==> config.mk <==
export PLATFORM = sky130hd
export DESIGN_NAME = imm_const_unit
export DESIGN_NICKNAME = d
export VERILOG_FILES = /design/src/rtl/imm_pkg.sv /design/src/rtl/imm_pattern.sv /design/src/rtl/imm_expand.sv /design/src/rtl/imm_encode.sv /design/src/rtl/imm_rsp_stage.sv /design/src/rtl/imm_const_unit.sv
export SDC_FILE = /design/constraint.sdc
export NUM_CORES = 1
export LEC_CHECK = 0
export BUFFER_PORTS_ARGS = -buffer_cell sky130_fd_sc_hd__buf_4
export CORE_MARGIN = 4
export CORE_UTILIZATION = 40
export CTS_CLUSTER_DIAMETER = 100
export CTS_CLUSTER_SIZE = 24
export DETAILED_ROUTE_END_ITERATION = 16
export PLACE_DENSITY = 0.7
export SLEW_MARGIN = 15
export SYNTH_ARGS = -nofsm -noshare
export SYNTH_HDL_FRONTEND = slang
export SYNTH_SLANG_ARGS = --single-unit
==> constraint.sdc <==
create_clock -name clk_i -period 1.5 [get_ports clk_i]
set_input_delay 0.3 -clock clk_i [delete_from_list [all_inputs] [get_ports clk_i]]
set_output_delay 0.3 -clock clk_i [all_outputs]
set_load 0.005 [all_outputs]
==> src/rtl/imm_pkg.sv <==
package imm_pkg;
  typedef enum logic {OP_EXPAND = 1'b0, OP_ENCODE = 1'b1} op_e;
  typedef enum logic {MODE_ROT = 1'b0, MODE_EXT = 1'b1} mode_e;
  typedef enum logic [1:0] {
    KIND_ROT = 2'd0,
    KIND_LO  = 2'd1,
    KIND_HI  = 2'd2,
    KIND_ALL = 2'd3
  } kind_e;
endpackage

==> src/rtl/imm_pattern.sv <==
module imm_pattern #(
  parameter int DATA_W  = 32,
  parameter int CONST_W = 8
) (
  input  logic [CONST_W-1:0]  byte_i,
  input  imm_pkg::kind_e      kind_i,
  output logic [DATA_W-1:0]   pat_o
);
  localparam int LANE_W = 2 * CONST_W;
  localparam int LANES  = DATA_W / LANE_W;

  logic [DATA_W-1:0] lo_w, hi_w, all_w;

  for (genvar g = 0; g < LANES; g++) begin : g_lane
    assign lo_w[g*LANE_W +: LANE_W]  = {{CONST_W{1'b0}}, byte_i};
    assign hi_w[g*LANE_W +: LANE_W]  = {byte_i, {CONST_W{1'b0}}};
    assign all_w[g*LANE_W +: LANE_W] = {byte_i, byte_i};
  end

  always_comb begin
    unique case (kind_i)
      imm_pkg::KIND_LO:  pat_o = lo_w;
      imm_pkg::KIND_HI:  pat_o = hi_w;
      imm_pkg::KIND_ALL: pat_o = all_w;
      default:           pat_o = '0;
    endcase
  end
endmodule

==> src/rtl/imm_expand.sv <==
module imm_expand #(
  parameter int DATA_W  = 32,
  parameter int CONST_W = 8,
  parameter int ROT_W   = 4,
  localparam int FIELD_W = CONST_W + ROT_W + 2
) (
  input  imm_pkg::mode_e      mode_i,
  input  logic [FIELD_W-1:0]  field_i,
  input  logic                carry_i,
  output logic [DATA_W-1:0]   value_o,
  output logic                carry_o
);
  localparam int AMT_W = ROT_W + 1;

  logic [CONST_W-1:0]  imm;
  logic [ROT_W-1:0]    rot;
  imm_pkg::kind_e      kind;
  logic [AMT_W-1:0]    amt;
  logic [DATA_W-1:0]   zext;
  logic [2*DATA_W-1:0] dbl;
  logic [DATA_W-1:0]   pat;
  logic                use_rot;

  assign imm  = field_i[CONST_W-1:0];
  assign rot  = field_i[CONST_W +: ROT_W];
  assign kind = imm_pkg::kind_e'(field_i[FIELD_W-1 -: 2]);
  assign amt  = {rot, 1'b0};
  assign zext = {{(DATA_W-CONST_W){1'b0}}, imm};
  assign dbl  = {zext, zext} >> amt;

  imm_pattern #(.DATA_W(DATA_W), .CONST_W(CONST_W)) u_pat (
    .byte_i (imm),
    .kind_i (kind),
    .pat_o  (pat)
  );

  // plain mode ignores the form bits
  assign use_rot = (mode_i == imm_pkg::MODE_ROT) || (kind == imm_pkg::KIND_ROT);

  always_comb begin
    if (use_rot) value_o = dbl[DATA_W-1:0];
    else         value_o = pat;
    carry_o = (use_rot && (rot != '0)) ? value_o[DATA_W-1] : carry_i;
  end
endmodule

==> src/rtl/imm_encode.sv <==
module imm_encode #(
  parameter int DATA_W  = 32,
  parameter int CONST_W = 8,
  parameter int ROT_W   = 4,
  localparam int FIELD_W = CONST_W + ROT_W + 2
) (
  input  imm_pkg::mode_e      mode_i,
  input  logic [DATA_W-1:0]   value_i,
  output logic [FIELD_W-1:0]  field_o,
  output logic                invalid_o
);
  localparam int ROT_N = 1 << ROT_W;

  logic [ROT_N-1:0]   hit;
  logic [CONST_W-1:0] cand [ROT_N];
  logic [ROT_W-1:0]   rot_sel;
  logic               rot_found;
  logic [CONST_W-1:0] byte_lo, byte_hi;
  logic [DATA_W-1:0]  pat_lo, pat_hi, pat_all;

  // one rotate-left probe per candidate count
  for (genvar r = 0; r < ROT_N; r++) begin : g_rot
    localparam int SH = 2 * r;
    logic [2*DATA_W-1:0] wide;
    assign wide    = {value_i, value_i} >> (DATA_W - SH);
    assign hit[r]  = (wide[DATA_W-1:CONST_W] == '0);
    assign cand[r] = wide[CONST_W-1:0];
  end

  // lowest count wins
  always_comb begin
    rot_sel   = '0;
    rot_found = 1'b0;
    for (int r = ROT_N - 1; r >= 0; r--) begin
      if (hit[r]) begin
        rot_found = 1'b1;
        rot_sel   = ROT_W'(r);
      end
    end
  end

  assign byte_lo = value_i[CONST_W-1:0];
  assign byte_hi = value_i[2*CONST_W-1:CONST_W];

  imm_pattern #(.DATA_W(DATA_W), .CONST_W(CONST_W)) u_pat_lo (
    .byte_i (byte_lo), .kind_i (imm_pkg::KIND_LO),  .pat_o (pat_lo));
  imm_pattern #(.DATA_W(DATA_W), .CONST_W(CONST_W)) u_pat_hi (
    .byte_i (byte_hi), .kind_i (imm_pkg::KIND_HI),  .pat_o (pat_hi));
  imm_pattern #(.DATA_W(DATA_W), .CONST_W(CONST_W)) u_pat_all (
    .byte_i (byte_lo), .kind_i (imm_pkg::KIND_ALL), .pat_o (pat_all));

  always_comb begin
    field_o   = '0;
    invalid_o = 1'b0;
    if (rot_found)
      field_o = {imm_pkg::KIND_ROT, rot_sel, cand[rot_sel]};
    else if (mode_i == imm_pkg::MODE_EXT && value_i == pat_lo)
      field_o = {imm_pkg::KIND_LO, {ROT_W{1'b0}}, byte_lo};
    else if (mode_i == imm_pkg::MODE_EXT && value_i == pat_hi)
      field_o = {imm_pkg::KIND_HI, {ROT_W{1'b0}}, byte_hi};
    else if (mode_i == imm_pkg::MODE_EXT && value_i == pat_all)
      field_o = {imm_pkg::KIND_ALL, {ROT_W{1'b0}}, byte_lo};
    else
      invalid_o = 1'b1;
  end
endmodule

==> src/rtl/imm_rsp_stage.sv <==
module imm_rsp_stage #(
  parameter int DATA_W  = 32,
  parameter int FIELD_W = 14
) (
  input  logic               clk_i,
  input  logic               rst_ni,
  input  logic               load_i,
  input  logic               ready_i,
  input  logic [DATA_W-1:0]  value_i,
  input  logic               carry_i,
  input  logic [FIELD_W-1:0] field_i,
  input  logic               invalid_i,
  output logic               free_o,
  output logic               valid_o,
  output logic [DATA_W-1:0]  value_o,
  output logic               carry_o,
  output logic [FIELD_W-1:0] field_o,
  output logic               invalid_o
);
  assign free_o = !valid_o || ready_i;

  always_ff @(posedge clk_i or negedge rst_ni) begin
    if (!rst_ni) begin
      valid_o   <= 1'b0;
      value_o   <= '0;
      carry_o   <= 1'b0;
      field_o   <= '0;
      invalid_o <= 1'b0;
    end else if (load_i) begin
      valid_o   <= 1'b1;
      value_o   <= value_i;
      carry_o   <= carry_i;
      field_o   <= field_i;
      invalid_o <= invalid_i;
    end else if (ready_i) begin
      valid_o   <= 1'b0;
    end
  end
endmodule

==> src/rtl/imm_const_unit.sv <==
module imm_const_unit #(
  parameter int DATA_W  = 32,
  parameter int CONST_W = 8,
  parameter int ROT_W   = 4,
  localparam int FIELD_W = CONST_W + ROT_W + 2
) (
  input  logic               clk_i,
  input  logic               rst_ni,
  input  logic               req_valid_i,
  output logic               req_ready_o,
  input  logic               op_i,
  input  logic               mode_i,
  input  logic [FIELD_W-1:0] field_i,
  input  logic [DATA_W-1:0]  value_i,
  input  logic               carry_i,
  output logic               rsp_valid_o,
  input  logic               rsp_ready_i,
  output logic [DATA_W-1:0]  rsp_value_o,
  output logic               rsp_carry_o,
  output logic [FIELD_W-1:0] rsp_field_o,
  output logic               rsp_invalid_o
);
  imm_pkg::op_e       op;
  imm_pkg::mode_e     mode;
  logic [DATA_W-1:0]  exp_value;
  logic               exp_carry;
  logic [FIELD_W-1:0] enc_field;
  logic               enc_invalid;
  logic [DATA_W-1:0]  d_value;
  logic               d_carry;
  logic [FIELD_W-1:0] d_field;
  logic               d_invalid;
  logic               accept;

  assign op   = imm_pkg::op_e'(op_i);
  assign mode = imm_pkg::mode_e'(mode_i);

  imm_expand #(.DATA_W(DATA_W), .CONST_W(CONST_W), .ROT_W(ROT_W)) u_expand (
    .mode_i  (mode),
    .field_i (field_i),
    .carry_i (carry_i),
    .value_o (exp_value),
    .carry_o (exp_carry)
  );

  imm_encode #(.DATA_W(DATA_W), .CONST_W(CONST_W), .ROT_W(ROT_W)) u_encode (
    .mode_i    (mode),
    .value_i   (value_i),
    .field_o   (enc_field),
    .invalid_o (enc_invalid)
  );

  always_comb begin
    if (op == imm_pkg::OP_EXPAND) begin
      d_value = exp_value; d_carry = exp_carry;
      d_field = '0;        d_invalid = 1'b0;
    end else begin
      d_value = '0;        d_carry = 1'b0;
      d_field = enc_field; d_invalid = enc_invalid;
    end
  end

  assign accept = req_valid_i && req_ready_o;

  imm_rsp_stage #(.DATA_W(DATA_W), .FIELD_W(FIELD_W)) u_rsp (
    .clk_i     (clk_i),
    .rst_ni    (rst_ni),
    .load_i    (accept),
    .ready_i   (rsp_ready_i),
    .value_i   (d_value),
    .carry_i   (d_carry),
    .field_i   (d_field),
    .invalid_i (d_invalid),
    .free_o    (req_ready_o),
    .valid_o   (rsp_valid_o),
    .value_o   (rsp_value_o),
    .carry_o   (rsp_carry_o),
    .field_o   (rsp_field_o),
    .invalid_o (rsp_invalid_o)
  );
endmodule

Yosys cells after proc, flatten, opt, wreduce, memory -nomap -nowiden
Index checks and enable logic that the tools add are counted.
Word-level totals
  logic and storage cells: 94
  register bits: 49
  input port bits: 53
  output and inout port bits: 50
Cells by class
  mux-type cells: 52
  bitwise logic cells: 2
  shifts and indexed selects: 1
  reductions and logical operators: 27
  equality and inequality tests: 6
  magnitude comparators: 1
Operator list (number)
  24-bit logical NOT: 16
  32-bit case mux with 3 select lines: 1
  14-bit two-way mux: 5
  32-bit two-way mux: 2
  4-bit two-way mux: 16
  24-bit == test: 2
  40-bit by 5-bit right shift with 32-bit output: 1
  8-bit binary-select mux with 4-bit select: 1
  1-bit two-way mux: 25
  24-bit by 16-bit == test with 1-bit output: 1
  8-bit two-way mux: 2
  5-bit >= comparator, second input constant: 1
  1-bit logical AND: 5
  4-bit NOT with 5-bit output: 1
  2-bit == test, second input constant: 2
  4-bit nonzero test: 1
  2-bit by 1-bit == test with 1-bit output, second input constant: 1
  2-bit logical NOT: 1
  1-bit logical OR: 2
  2-bit nonzero test: 1
  1-bit logical NOT: 1
  1-bit NOT: 1

Logic depth before layout (Yosys ltp)
  depth in word-level cells: 23
  depth in mapped cells: 13
  depth with buffers taken out: 9

Modules after synthesis
From an unflattened synthesis, not the netlist that was laid out.
Unflattened totals
  cells, all modules: 832
  area, all modules: 6951.7 um^2
Modules (own cells, without submodules)
  imm_encode: cells an instance 414, area an instance 2960.3 um^2, sequential area each 0.0 um^2, times used 1
  imm_rsp_stage: cells an instance 104, area an instance 1858.0 um^2, sequential area each 1226.2 um^2, times used 1
  imm_expand: cells an instance 132, area an instance 902.1 um^2, sequential area each 0.0 um^2, times used 1
  imm_pattern: cells an instance 32, area an instance 220.2 um^2, sequential area each 0.0 um^2, times used 4
  imm_const_unit: cells an instance 54, area an instance 350.3 um^2, sequential area each 0.0 um^2, times used 1

Worst setup path before layout
Ideal clock, no wire load.
  path type: in2reg
  start point: input port value_i[12]
  end point: register u_rsp.field_o[7]
  data required time: 1362 ps
  stages on the path: 11
  path buffers: 3
  data arrival time: 2817 ps
  setup time: 138 ps
  setup slack: -1456 ps
  cell sequence: buf_2 > nor4_1 > buf_2 > nand4_1 > a2111oi_0 > or3_1 > o22a_1 > buf_2 > mux2i_1 > a211oi_1 > or4_1
On the way
  longest elaborated chain between the ends: 23
  elaborated cells on any way between the ends: 59
Ends and longest elaborated chain
  start, declared: line imm_const_unit.sv:14  | input logic [DATA_W-1:0] value_i,
  24-bit logical NOT: line imm_encode.sv:26  | assign hit[r] = (wide[DATA_W-1:CONST_W] == '0);
  4-bit two-way mux (16 in a row): line imm_encode.sv:35  | if (hit[r]) begin
  4-bit NOT with 5-bit output (implied by the code): line imm_encode.sv:56  | field_o = {imm_pkg::KIND_ROT, rot_sel, cand[rot_sel]};
  8-bit binary-select mux with 4-bit select: line imm_encode.sv:56
  8-bit two-way mux (implied by the code) (2 in a row): line imm_encode.sv:56
  14-bit two-way mux (*): line imm_encode.sv:55  | if (rot_found)
  14-bit two-way mux (*): line imm_const_unit.sv:54  | if (op == imm_pkg::OP_EXPAND) begin
  end signal, assigned: line imm_rsp_stage.sv:33  | field_o <= field_i;
  end, declared: line imm_rsp_stage.sv:17  | output logic [FIELD_W-1:0] field_o,
Every way passes the cells marked *; elsewhere a longest branch is shown, timed or not. The select of a mux whose other input is x is not followed.
A chain may end at the register's enable or synchronous reset.

Worst setup path after layout
  start point: input port value_i[14]
  end point: register u_rsp.field_o[7]
Same word-level chain as after synthesis.

==> impl_metrics.ini <==
[status]
status = finished, violations left
violations = setup timing

[worst_setup_path]
crit_arrival_ns = 2.79
r2r_start = u_rsp.valid_o
cp-endpoint = u_rsp.field_o[7]
worstSetupEndpointType = flip-flop
crit_path_start_kind = input pin
timing.rr.end = u_rsp.field_o[7]
r2r_setup_slack_ns = -0.24
path_max_fanout = 5
crit_type = input pin to flip-flop
cp-startpoint = value_i[14]
r2r.worst_path.cells = 7
cp.required_ns = 1.67

[power]
pwr-share-seq_pct = 36.6
ir_drop_v = 0.000729
sw_frac_of_total_pct = 31.9
cellLeakagePower_nw = 3.58
comb_power_share_pct = 35.5
switching_power_w = 0.00128
power_density_nw_per_um2 = 510
clkPwrFrac_pct = 27.9
intPower_w = 0.00275
power_w = 0.00403

[sta]
final-setup-viol-count = 15
hold_viol_final = 0
worst_slew_pin_slew_ns = 0.613
holdWs_ns = 0.0262
relSlewSlack_pct = 59.1
fmax_ghz = 0.380
skew_ns = 0.00741
grt_setup_unrepaired = yes
period_share_pct = 175
fin_crit_ns = 2.63
final.setup.worst_slack_ns = -1.13
slew_viol_final = 0

[placed_design]
globalplace.congestion = 1.01
dpl.hpwl_mm = 16.4
io_buffers = 102
post-place-ws_ns = -1.53
dp_cells = 986

[floorplanning]
start_util_pct = 40.8
ios = 103
dieArea_um2 = 13400
die_x_um = 116
core-area_um2 = 11400
dieHeight_um = 116
std_cell_rows = 39

[yosys]
synth_edf_count = 0
synthCells = 607
synth_top_cell_by_area = dfrtp_1
async_flop_share_pct = 100
yosysTopAreaCellShare_pct = 26.4
netlist_area_um2 = 4650
synth_nets = 660
yosys-top-cells-area = dfrtp_1, nand2_1, o21ai_0
synth_cell_types = 68
seq_area_frac_synth_pct = 26.4
yosys_warnings = 0
ys_seq_elements = 49
synth_flop_cell = dfrtp_1
post_synth.cell_area_avg_um2 = 7.67

[grt]
antenna_found_initial = 0
grt_overflow_total = 0
grt_pass1_wl_mm = 32.6
grt_pass1_vias = 6188
grt_usage_pct = 30.7
grt_max_degree = 50

[final_layout]
nNetsFinal = 938
drive_gt1_share_pct = 47.9
area_growth_pct = 69.9
n_antenna_cell = 0
mostFrequentLayoutCells = buf_4, nand2_1, dfrtp_1, nor2_1, a21oi_1
n_fill_cell = 938
fin_util_pct = 69.2
final_common_cell = buf_4
final_cells = 1029

[cts]
cts_tree = yes
ctsHoldBuffers = 0
clk_path_buf_depth = 2
clk_pin_slew_ns = 0.07
cts_sinks = 49
worst_skew_pair.late_latency_ns = 0.29
cts_buffers = 5
htreeDepth = 2
root_buffer = clkbuf_16

[run]
maxCapViolCount = 0

[route]
wl_per_cell_um = 20.7
wl_mm = 21.3
drtPass1Iterations = 6
drt_iter0_drc = 730
route.detailed.drc = 0
vias = 6355
avgViaCountPerCell = 6.18
final_antenna_net_count = 0

[worst_hold_path]
worstHoldPathType = input pin to async pin
## timing repair
action	4_1_cts	5_1_grt
pin swaps	20	20
setup buffers	21	20
setup endpoints to repair	17	32
gates resized for setup	56	84
cloned	0	1
## cells by family after synthesis
group           synth area share, %
compound gates                 35.1
xor+xnor                       2.63
buf+inv                        5.67
flops                          26.4
mux                            5.30
simple gates                   25.0
## per-stage QoR
step,cell area [um^2],setup TNS [ns]
after detailed placement,6990,-20.52
final,7910,-13.76
after global placement,6990,-19.64
after CTS,7480,-13.59
after global routing,7910,-15.12
after floorplan,4860,-14.22
## how the worst min path moves through the flow
stage | from | end | slack (ns)
after global placement | rst_ni | u_rsp.value_o[22] | 0.34
after detailed placement | rst_ni | u_rsp.value_o[7] | 0.35
final | rst_ni | u_rsp.value_o[7] | 0.03
after floorplan | rst_ni | u_rsp.carry_o | 0.004
after global routing | rst_ni | u_rsp.value_o[26] | 0.07
after CTS | rst_ni | u_rsp.value_o[7] | 0.04
## routing by layer
metal / track usage, % / vias to the layer above / wire, um
li1: - / 2875 / -
met1: 38.4 / 3072 / 8270
met2: 52.9 / 331 / 10200
met3: 3.97 / 77 / 1760
met4: 13.6 / 0 / 1020
met5: 0 / - / 0
## layout make-up
| cell class | instances | area [um^2] | area share (%) |
|---|---|---|---|
| Clock buffer | 6 | 129 | 1.63 |
| Clock inverter | 2 | 13.8 | 0.174 |
| Inverter | 7 | 26.3 | 0.332 |
| Multi-Input combinational cell | 495 | 3600 | 45.5 |
| Sequential cell | 49 | 1230 | 15.5 |
| Tap cell | 143 | 179 | 2.26 |
| Timing Repair Buffer | 327 | 2730 | 34.5 |
## synthesized netlist by cell type, drive strengths merged, types with 3 or more instances
library cell / instances
o31ai: 3
nor4: 13
mux2i: 19
xnor2: 10
o211ai: 5
or3: 6
o311ai: 8
o22ai: 10
a211oi: 12
and2: 5
or4: 5
nand3: 15
inv: 7
nor2b: 5
nor3: 13
a32oi: 6
and3: 10
nand4: 10
o221ai: 3
a221oi: 5
dfrtp: 49
buf: 17
o21ai: 56
nand2b: 3
a22o: 24
a31oi: 11
nand2: 81
a22oi: 15
xor2: 4
a21o: 4
a2111o: 3
o2111ai: 3
clkbuf: 39
a21oi: 42
o21a: 11
mux2: 5
nor2: 47
## power groups by stage
| stage | registers [W] | clock network (W) | logic (W) |
|---|---|---|---|
| floorplan | 0.00150 | 0 | 0.000555 |
| global placement | 0.00150 | 0 | 0.00127 |
| detailed placement | 0.00150 | 0 | 0.00129 |
| CTS | 0.00148 | 0.00114 | 0.00133 |
| finish | 0.00148 | 0.00112 | 0.00143 |
| global route | 0.00149 | 0.00120 | 0.00153 |
## registers in the layout, summed over array words and instances (netlist names)
register,flops
u_rsp.field_o,14
u_rsp.invalid_o,1
u_rsp.value_o,32
u_rsp.carry_o,1
u_rsp.valid_o,1
## critical path, stage by stage
cell and delay (ns):
buf_6 0.10, nor4_4 0.33, buf_6 0.17, buf_6 0.09, nand4_1 0.17, buf_4 0.20, buf_4 0.12, o22ai_2 0.18
buf_12 0.16, a211oi_4 0.05, a31oi_1 0.18, a32oi_1 0.12, nor2_1 0.13, a311oi_1 0.06, or4_1 0.40
Note: power is estimated with default switching activity, not from simulation.
